===== src/rtl/ecap_pkg.sv =====
package ecap_pkg;
  localparam int NCH    = 2;
  localparam int DW     = 32;
  localparam int LANE   = 16;
  localparam int CH_BITS = 7;
  localparam int B_FLG  = 4;
  localparam int B_RIND = 5;
  localparam int B_FIND = 6;

  // bit 3 .. bit 0 of a channel lane
  typedef struct packed {
    logic en;
    logic ie_fall;
    logic ie_rise;
    logic inv;
  } ch_ctl_t;
endpackage


===== src/rtl/ecap_sync.sv =====
module ecap_sync #(
  parameter int STAGES = 2
) (
  input  logic clk,
  input  logic rst_n,
  input  logic d,
  output logic q
);
  generate
    if (STAGES <= 1) begin : g_one
      logic stg;
      always_ff @(posedge clk or negedge rst_n) begin
        if (!rst_n) stg <= 1'b0;
        else        stg <= d;
      end
      assign q = stg;
    end else begin : g_chain
      logic [STAGES-1:0] stg;
      always_ff @(posedge clk or negedge rst_n) begin
        if (!rst_n) stg <= '0;
        else        stg <= {stg[STAGES-2:0], d};
      end
      assign q = stg[STAGES-1];
    end
  endgenerate
endmodule


===== src/rtl/ecap_edge.sv =====
module ecap_edge (
  input  logic clk,
  input  logic rst_n,
  input  logic din,
  input  logic inv,
  output logic rise,
  output logic fall
);
  logic lvl;
  logic lvl_q;

  assign lvl = din ^ inv;

  always_ff @(posedge clk or negedge rst_n) begin
    if (!rst_n) lvl_q <= 1'b0;
    else        lvl_q <= lvl;
  end

  assign rise = lvl & ~lvl_q;
  assign fall = ~lvl & lvl_q;
endmodule


===== src/rtl/ecap_channel.sv =====
module ecap_channel
  import ecap_pkg::*;
#(
  parameter int CNT_W       = 16,
  parameter int SYNC_STAGES = 2
) (
  input  logic               clk,
  input  logic               rst_n,
  input  logic               cap_raw,
  input  logic [CNT_W-1:0]   cnt_val,
  input  logic               ctl_wr,
  input  logic [CH_BITS-1:0] ctl_wbits,
  input  logic               ind_w1c,
  output ch_ctl_t            ctl,
  output logic               flag,
  output logic               rind,
  output logic               find,
  output logic               rise_evt,
  output logic               fall_evt,
  output logic [CNT_W-1:0]   rise_lat,
  output logic [CNT_W-1:0]   fall_lat
);
  logic cap_sync;

  ecap_sync #(.STAGES(SYNC_STAGES)) u_sync (
    .clk   (clk),
    .rst_n (rst_n),
    .d     (cap_raw),
    .q     (cap_sync)
  );

  ecap_edge u_edge (
    .clk   (clk),
    .rst_n (rst_n),
    .din   (cap_sync),
    .inv   (ctl.inv),
    .rise  (rise_evt),
    .fall  (fall_evt)
  );

  logic    take_r, take_f;
  logic    flag_set;
  ch_ctl_t ctl_d;
  logic    flag_d, rind_d, find_d;

  assign take_r   = ctl.en & rise_evt;
  assign take_f   = ctl.en & fall_evt;
  assign flag_set = (take_r & ctl.ie_rise) | (take_f & ctl.ie_fall);

  // next state: software clears first, hardware sets override
  always_comb begin
    ctl_d  = ctl_wr ? ch_ctl_t'(ctl_wbits[3:0]) : ctl;

    flag_d = flag;
    if (ctl_wr && ctl_wbits[B_FLG]) flag_d = 1'b0;
    if (flag_set)                   flag_d = 1'b1;

    rind_d = rind;
    if (ctl_wr && (ctl_wbits[B_RIND] == ind_w1c)) rind_d = 1'b0;
    if (take_r)                                   rind_d = 1'b1;

    find_d = find;
    if (ctl_wr && (ctl_wbits[B_FIND] == ind_w1c)) find_d = 1'b0;
    if (take_f)                                   find_d = 1'b1;
  end

  always_ff @(posedge clk or negedge rst_n) begin
    if (!rst_n) begin
      ctl  <= '0;
      flag <= 1'b0;
      rind <= 1'b0;
      find <= 1'b0;
    end else begin
      ctl  <= ctl_d;
      flag <= flag_d;
      rind <= rind_d;
      find <= find_d;
    end
  end

  always_ff @(posedge clk or negedge rst_n) begin
    if (!rst_n)      rise_lat <= '0;
    else if (take_r) rise_lat <= cnt_val;
  end

  always_ff @(posedge clk or negedge rst_n) begin
    if (!rst_n)      fall_lat <= '0;
    else if (take_f) fall_lat <= cnt_val;
  end
endmodule


===== src/rtl/edge_capture_pair.sv =====
module edge_capture_pair
  import ecap_pkg::*;
#(
  parameter int CNT_W       = 16,
  parameter int SYNC_STAGES = 2,
  parameter int ADDR_W      = 3
) (
  input  logic              clk,
  input  logic              rst_n,
  input  logic [CNT_W-1:0]  cnt_val,
  input  logic [NCH-1:0]    cap_in,
  input  logic              ind_w1c_mode,
  input  logic              bus_wr,
  input  logic [ADDR_W-1:0] bus_addr,
  input  logic [DW-1:0]     bus_wdata,
  output logic [DW-1:0]     bus_rdata,
  output logic              irq
);
  ch_ctl_t [NCH-1:0]            ch_ctl;
  logic    [NCH-1:0]            ch_flag, ch_rind, ch_find, ch_rise, ch_fall, ch_en;
  logic    [NCH-1:0][CNT_W-1:0] rise_lat, fall_lat;
  logic                         ctl_wr;
  logic    [DW-1:0]             ctl_word;
  logic                         wdata_unused;

  assign ctl_wr       = bus_wr && (bus_addr == '0);
  assign wdata_unused = ^bus_wdata;

  for (genvar c = 0; c < NCH; c++) begin : g_ch
    ecap_channel #(
      .CNT_W       (CNT_W),
      .SYNC_STAGES (SYNC_STAGES)
    ) u_ch (
      .clk       (clk),
      .rst_n     (rst_n),
      .cap_raw   (cap_in[c]),
      .cnt_val   (cnt_val),
      .ctl_wr    (ctl_wr),
      .ctl_wbits (bus_wdata[c*LANE +: CH_BITS]),
      .ind_w1c   (ind_w1c_mode),
      .ctl       (ch_ctl[c]),
      .flag      (ch_flag[c]),
      .rind      (ch_rind[c]),
      .find      (ch_find[c]),
      .rise_evt  (ch_rise[c]),
      .fall_evt  (ch_fall[c]),
      .rise_lat  (rise_lat[c]),
      .fall_lat  (fall_lat[c])
    );
    assign ch_en[c] = ch_ctl[c].en;
  end

  always_comb begin
    ctl_word = '0;
    for (int c = 0; c < NCH; c++) begin
      ctl_word[c*LANE +: CH_BITS] = {ch_find[c], ch_rind[c], ch_flag[c], ch_ctl[c]};
    end
  end

  always_comb begin
    bus_rdata = '0;
    if (bus_addr == '0) bus_rdata = ctl_word;
    for (int c = 0; c < NCH; c++) begin
      if (bus_addr == ADDR_W'(1 + 2*c)) bus_rdata = DW'(rise_lat[c]);
      if (bus_addr == ADDR_W'(2 + 2*c)) bus_rdata = DW'(fall_lat[c]);
    end
  end

  assign irq = |(ch_flag & ch_en);
endmodule



===== config.mk =====
export PLATFORM = sky130hd
export DESIGN_NAME = edge_capture_pair
export DESIGN_NICKNAME = d
export VERILOG_FILES = /design/src/rtl/ecap_pkg.sv /design/src/rtl/ecap_sync.sv /design/src/rtl/ecap_edge.sv /design/src/rtl/ecap_channel.sv /design/src/rtl/edge_capture_pair.sv
export SDC_FILE = /design/constraint.sdc
export NUM_CORES = 1
export LEC_CHECK = 0
export BUFFER_PORTS_ARGS = -buffer_cell sky130_fd_sc_hd__buf_4
export CORE_ASPECT_RATIO = 0.5
export CORE_MARGIN = 4
export CORE_UTILIZATION = 54
export CTS_CLUSTER_DIAMETER = 80
export CTS_CLUSTER_SIZE = 8
export DETAILED_ROUTE_END_ITERATION = 8
export GPL_TIMING_DRIVEN = 0
export PLACE_DENSITY = 0.8
export SETUP_SLACK_MARGIN = 0.15
export SLEW_MARGIN = 30
export SYNTH_ARGS = -nofsm -noshare
export SYNTH_HDL_FRONTEND = slang
export SYNTH_SLANG_ARGS = --single-unit

===== constraint.sdc =====
create_clock -name clk -period 2.5 [get_ports clk]
set_clock_uncertainty 0.2 [all_clocks]
set_input_delay 0.25 -clock clk [delete_from_list [all_inputs] [get_ports clk]]
set_output_delay 0.25 -clock clk [all_outputs]
set_load 0.03 [all_outputs]

==> out/metrics.cfg, run 1 <==
[run_status]
status=finished clean

[sta]
rsz0062_at_grt=false
final.setup.tns_ns=0
report.final.slew_viol_count=0
finalCritPeriodShare_pct=86.2
period_minus_slack_ns=2.16
tightestPinTransition_ns=0.751
hold_violations=0
slew_headroom_pct=49.9
fmax_ghz=0.464
finalSetupViolCount=0

[yosys]
synth_top_area_cell=dfrtp_1
synth_cell_types=32
synth_cells=303
ys_async_sr_fraction_pct=100
synth.area.top_cells=dfrtp_1 53%, mux2_2 16%, mux2i_1 4.0%, mux2_4 3.0%, o21ai_0 2.1%
synth_ff_type=dfrtp_1
yosys_warnings=0
synth.most_common_cell=dfrtp_1
synth_commonest_cells=84 x dfrtp_1, 58 x mux2_2, 17 x o21ai_0
synth_top_area_share_pct=52.6
synth_area_sq_um=4000
syn_area_per_cell_sq_um=13.2
synth-seq-area-share_pct=52.6
synth_edf_count=0
synth-seq-cells=84

[final_layout]
regArea_sq_um=2100
drive_above_1_share_pct=39.4
antenna_cells=0
syn_to_final_growth_pct=29.2
multi_input_comb_area_sq_um=1710
fillerInstances=501
layout.nets=466

[setup_path]
crit_type=input pin to output port
required_ns=2.05
end_kind=output port
start_kind=input pin
cp_max_fo=9
cp.arrival_ns=1.71

[grt]
grt_pass1_wl_um=14400
grt_max_degree=85
grtUsageTotal_pct=21.5
grt_pass1_vias=2891
grt-ovfl-total=0
antenna_found_initial=0

[clocking]
clockBufferDepth=2
htree_num_levels=3
clk_latency_ns=0.33
clock_sinks=84
clk_pin_slew_ns=0.06
cts_buffers=9
cts_resized=0
cts_tree=done
cts.root.buffer_cell=clkbuf_16

[floorplanning]
die_area_sq_um=8930
die-height_um=68.8
row_count=21
ios=90
core_area_sq_um=6940
initial_core_util_pct=57.6
die-width_um=130

[power_and_ir_drop]
ir_drop_mv=0.613
power_w=0.00526
p_leak_nw=2.36
p_per_area_nw_per_um2=1020

[routing]
drtIter0Drc=144
ant_nets=0
top_layer=met4
vias_per_cell=5.43
route.met3.wl_um=420
drt_wl_total_um=8980
wl_per_cell_um=17.7
wl_met2_um=4400
via_count=2746
drc_errors=0
wirelength_met1_um=4010
dr.pass1.iters=4

[min_path]
holdCritPathClass=input pin to register

[flow_run]
maxCapViolCount=0

[place]
dpl.hpwl_um=5900
io_buffers=60
gp_congestion=0.832

## cells in the final DEF (no fill, tap or decap), drive strengths merged, types with 3 or more instances in the layout
cell         synthesis  layout
mux2                72      72
clkbuf               8      23
nor3                 4       4
conb                 1       9
o22ai                9       9
nand2                3       3
o32ai                3       3
buf                 20      80
dlygate4sd3          0      27
o211a                3       3
o2111a               4       4
nand2b               9       9
a22oi                9       9
nor2b                5       5
inv                  4       4
nor2                 8       8
dfrtp               84      84
o21ai               17      17
and2                 7       7
xor2                 4       4
mux2i               16      16
## metrics by stage
step / setup slack, ns / cell area [sq um] / util, % / instances / hold WS (ns)
after floorplan: 0.600 / 4030 / - / 311 / -0.246
after global placement: 0.435 / 4590 / 66.2 / 463 / 0.133
after detailed placement: 0.413 / 4600 / 66.3 / 463 / 0.142
after CTS: 0.403 / 5160 / 74.5 / 506 / 0.0351
after global routing: 0.207 / 5160 / 74.5 / 506 / 0.0531
final: 0.344 / 5160 / 74.5 / 506 / 0.0452
## power by group
| group | switching, W | total [W] | internal, W | leakage (nW) |
|---|---|---|---|---|
| sequential | 0.000362 | 0.00234 | 0.00198 | 0.986 |
| combinational | 0.000704 | 0.00160 | 0.000896 | 1.23 |
| clock | 0.000494 | 0.00132 | 0.000830 | 0.144 |
## state kept, by name, summed over array words and instances, names as in the netlist
register / flops
g_ch.u_ch.u_sync.g_chain.stg: 4
g_ch.u_ch.rise_lat: 32
g_ch.u_ch.find: 2
g_ch.u_ch.fall_lat: 32
g_ch.u_ch.rind: 2
g_ch.u_ch.ctl: 8
g_ch.u_ch.u_edge.lvl_q: 2
g_ch.u_ch.flag: 2
## path summary, 6_finish.rpt
kind	from	end	slack [ns]	cells past startpoint
min reg2reg	g_ch[1].u_ch.u_sync.g_chain.stg[0]	g_ch[1].u_ch.u_sync.g_chain.stg[1]	0.15	0
max in group asynchronous	rst_n	g_ch[1].u_ch.ctl[1]	1.27	2
min in group asynchronous	rst_n	g_ch[0].u_ch.rise_lat[3]	0.33	2
max reg2reg	g_ch[1].u_ch.ctl[0]	g_ch[1].u_ch.fall_lat[12]	0.44	5
max	bus_addr[1]	bus_rdata[12]	0.34	6
min	bus_wdata[4]	g_ch[0].u_ch.flag	0.05	4
## logic make-up after synthesis
| family | after synthesis | synth area share (%) |
|---|---|---|
| AOI/OAI and AO/OA | 48 | 8.42 |
| DFF | 84 | 52.6 |
| buffers and inverters | 32 | 5.29 |
| muxes | 88 | 25.0 |
| other | 1 | 0.0938 |
| xor gates and xnor gates | 6 | 1.69 |
| and+or+nand+nor | 44 | 6.89 |
## worst max-delay path, stage by stage
cell and delay, ns:
clkbuf_1 0.27, nor2b_1 0.18, clkbuf_1 0.43, a22oi_1 0.14, o22ai_1 0.22, buf_4 0.20
## area by class of cell
| type | count | area share, % |
|---|---|---|
| flip-flops and latches | 84 | 40.7 |
| multi-input cells | 195 | 33.2 |
| repair buffers | 87 | 14.0 |
| clock buffers | 15 | 5.18 |
| plain buffers | 28 | 3.80 |
| well taps | 92 | 2.23 |
| clock inverters | 1 | 0.581 |
| inverters | 4 | 0.291 |
## layer usage
metal | global-route usage [%] | vias up
met5 | 0 | -
met4 | 8.16 | 0
met3 | 5.31 | 17
met2 | 37.2 | 63
met1 | 26.8 | 1379
li1 | - | 1287
## what timing repair did
item                                   CTS  global route
endpoints found under the hold margin  158             0
setup buffers                            0             0
hold buffers                            27             0
(Power assumes the default switching activity.)
==> inputs of run 2 (changes only) <==
--- a/config.mk
+++ b/config.mk
@@ -8,12 +8,12 @@
 export BUFFER_PORTS_ARGS = -buffer_cell sky130_fd_sc_hd__buf_4
 export CORE_ASPECT_RATIO = 0.5
 export CORE_MARGIN = 4
-export CORE_UTILIZATION = 54
+export CORE_UTILIZATION = 58
 export CTS_CLUSTER_DIAMETER = 80
 export CTS_CLUSTER_SIZE = 8
 export DETAILED_ROUTE_END_ITERATION = 8
 export GPL_TIMING_DRIVEN = 0
-export PLACE_DENSITY = 0.8
+export PLACE_DENSITY = 0.85
 export SETUP_SLACK_MARGIN = 0.15
 export SLEW_MARGIN = 30
 export SYNTH_ARGS = -nofsm -noshare
==> constraint.sdc (replaced) <==
create_clock -name clk -period 2.8 [get_ports clk]
set_clock_uncertainty 0.2 [all_clocks]
set_input_delay 0.28 -clock clk [delete_from_list [all_inputs] [get_ports clk]]
set_output_delay 0.28 -clock clk [all_outputs]
set_load 0.03 [all_outputs]
==> out/metrics.cfg, run 2 (same netlist as run 1, synthesis figures left out) <==
[grt]
grtUsageTotal_pct=24.6  ; +3.0 points
grt-ovfl-total=0  ; unchanged
antenna_found_initial=0  ; unchanged
grt_pass1_vias=3103  ; +7.3%
grt_max_degree=85  ; unchanged
grt_pass1_wl_um=15600  ; +8.6%

[final_layout]
fillerInstances=407  ; -19%
multi_input_comb_area_sq_um=1710  ; unchanged
fin_area_sq_um=5130  ; -0.70%
drive_above_1_share_pct=40.5  ; +1.1 points
syn_to_final_growth_pct=28.3
final_common_cell=dfrtp_1
antenna_cells=0  ; unchanged
layout.nets=463  ; -0.64%
top_regs=g_ch.u_ch.fall_lat: 32 flops, g_ch.u_ch.rise_lat: 32 flops, g_ch.u_ch.ctl: 8 flops
regArea_sq_um=2100  ; unchanged
final_cell_mix=84 x dfrtp_1, 68 x buf_4, 58 x mux2_2

[power_and_ir_drop]
power_w=0.00473  ; -10%
p_leak_nw=2.34  ; -0.53%
p_per_area_nw_per_um2=922  ; -9.5%
ir_drop_mv=0.478  ; -22%

[floorplanning]
row_count=21  ; unchanged
die_area_sq_um=8370  ; -6.3%
initial_core_util_pct=59.9  ; +2.3 points
die-width_um=125  ; -3.3%
die-height_um=66.7  ; -3.1%
ios=90  ; unchanged
core_area_sq_um=6670  ; -3.8%

[routing]
wl_per_cell_um=19.1  ; +7.9%
drtIter0Drc=170  ; +18%
dr.pass1.iters=4  ; unchanged
drc_errors=0  ; unchanged
via_count=2844  ; +3.6%
vias_per_cell=5.67  ; +4.4%
ant_nets=0  ; unchanged
drt_wl_total_um=9610  ; +7.1%

[place]
gp_congestion=0.799  ; -4.0%
dpl.hpwl_um=5980  ; +1.4%
place_area_sq_um=4590  ; about the same
dp_slack_ns=0.659  ; +0.246 ns
io_buffers=60  ; unchanged

[setup_path]
cp_max_fo=10  ; +1
required_ns=2.32  ; +0.27 ns
end_kind=output port
crit_type=input pin to output port
cp.arrival_ns=1.85  ; +0.14 ns
start_kind=input pin

[clocking]
clk_latency_ns=0.34  ; about the same
clockBufferDepth=2  ; unchanged
cts.root.buffer_cell=clkbuf_16
cts_resized=0  ; unchanged
clk_pin_slew_ns=0.06  ; about the same
cts_buffers=9  ; unchanged
cts_tree=done
clock_sinks=84  ; unchanged
htree_num_levels=3  ; unchanged

[flow_run]
maxCapViolCount=0  ; unchanged

[sta]
hold_violations=0  ; unchanged
final.setup.tns_ns=0  ; unchanged
tightestPinTransition_ns=0.868  ; +0.117 ns
report.final.slew_viol_count=0  ; unchanged
finalCritPeriodShare_pct=83.2
setup_ws_ns=0.470  ; +0.126 ns
period_minus_slack_ns=2.33
finalSetupViolCount=0  ; unchanged
fmax_ghz=0.429
slew_headroom_pct=41.7  ; -8.2 points
rsz0062_at_grt=false

[run_status]
status=finished clean

[min_path]
holdCritPathClass=input pin to register

[run 2: power breakdown]
part / internal [W] / leakage (nW) / total, W / switching (W)
Sequential: 0.00176 / 0.986 / 0.00211 / 0.000343
Clock: 0.000705 / 0.144 / 0.00117 / 0.000468
Combinational: 0.000798 / 1.21 / 0.00145 / 0.000648
Total: 0.00327 / 2.34 / 0.00473 / 0.00146
[run 2: what timing repair did]
item                                   4_1_cts  5_1_grt
hold buffers                                24        0
endpoints found under the hold margin      118        0
buffers inserted                             0        0
[run 2: cell type report]
cell class                      count  share of cell area [%]
Sequential cell                    84                    41.0
Multi-Input combinational cell    195                    33.4
Timing Repair Buffer               84                    13.5
Clock buffer                       10                    4.66
Buffer                             28                    3.83
Tap cell                           92                    2.24
Clock inverter                      5                    1.02
Inverter                            4                   0.293
[run 2: worst paths after layout]
path,from,endpoint,slack [ns],cells past startpoint
worst max-delay path,bus_addr[1],bus_rdata[22],0.47,5
worst min-delay path,cnt_val[7],g_ch[1].u_ch.fall_lat[7],0.01,2
worst max register to register,g_ch[1].u_ch.ctl[0],g_ch[1].u_ch.fall_lat[10],0.67,5
worst min register to register,g_ch[0].u_ch.u_sync.g_chain.stg[0],g_ch[0].u_ch.u_sync.g_chain.stg[1],0.15,0
max in group asynchronous,rst_n,g_ch[1].u_ch.fall_lat[9],1.54,2
min in group asynchronous,rst_n,g_ch[1].u_ch.ctl[1],0.32,2
[run 2: metrics by stage]
| step | hold WS, ns | std cells | util, % |
|---|---|---|---|
| 2_1_floorplan | -0.216 | 311 | - |
| 3_3_place_gp | 0.133 | 463 | 68.8 |
| 3_5_place_dp | 0.141 | 463 | 68.8 |
| 4_1_cts | 0.00539 | 502 | 76.8 |
| 5_1_grt | 0.00609 | 502 | 76.8 |
| 6_report | 0.0150 | 502 | 76.8 |
[run 2: per-layer routing]
| metal | GRT usage [%] | vias up | share of wire [%] |
|---|---|---|---|
| met2 | 43.3 | 102 | 52 |
| met5 | 0 | - | 0 |
| met3 | 7.29 | 17 | 5.8 |
| met4 | 10.1 | 0 | 2.0 |
| met1 | 28.6 | 1444 | 41 |
| li1 | - | 1281 | - |
[run 2: worst max-delay path, cell delays in order]
cell and delay (ns):
clkbuf_1 0.17, buf_2 0.25, nor3_1 0.73, and2_1 0.25
buf_4 0.17
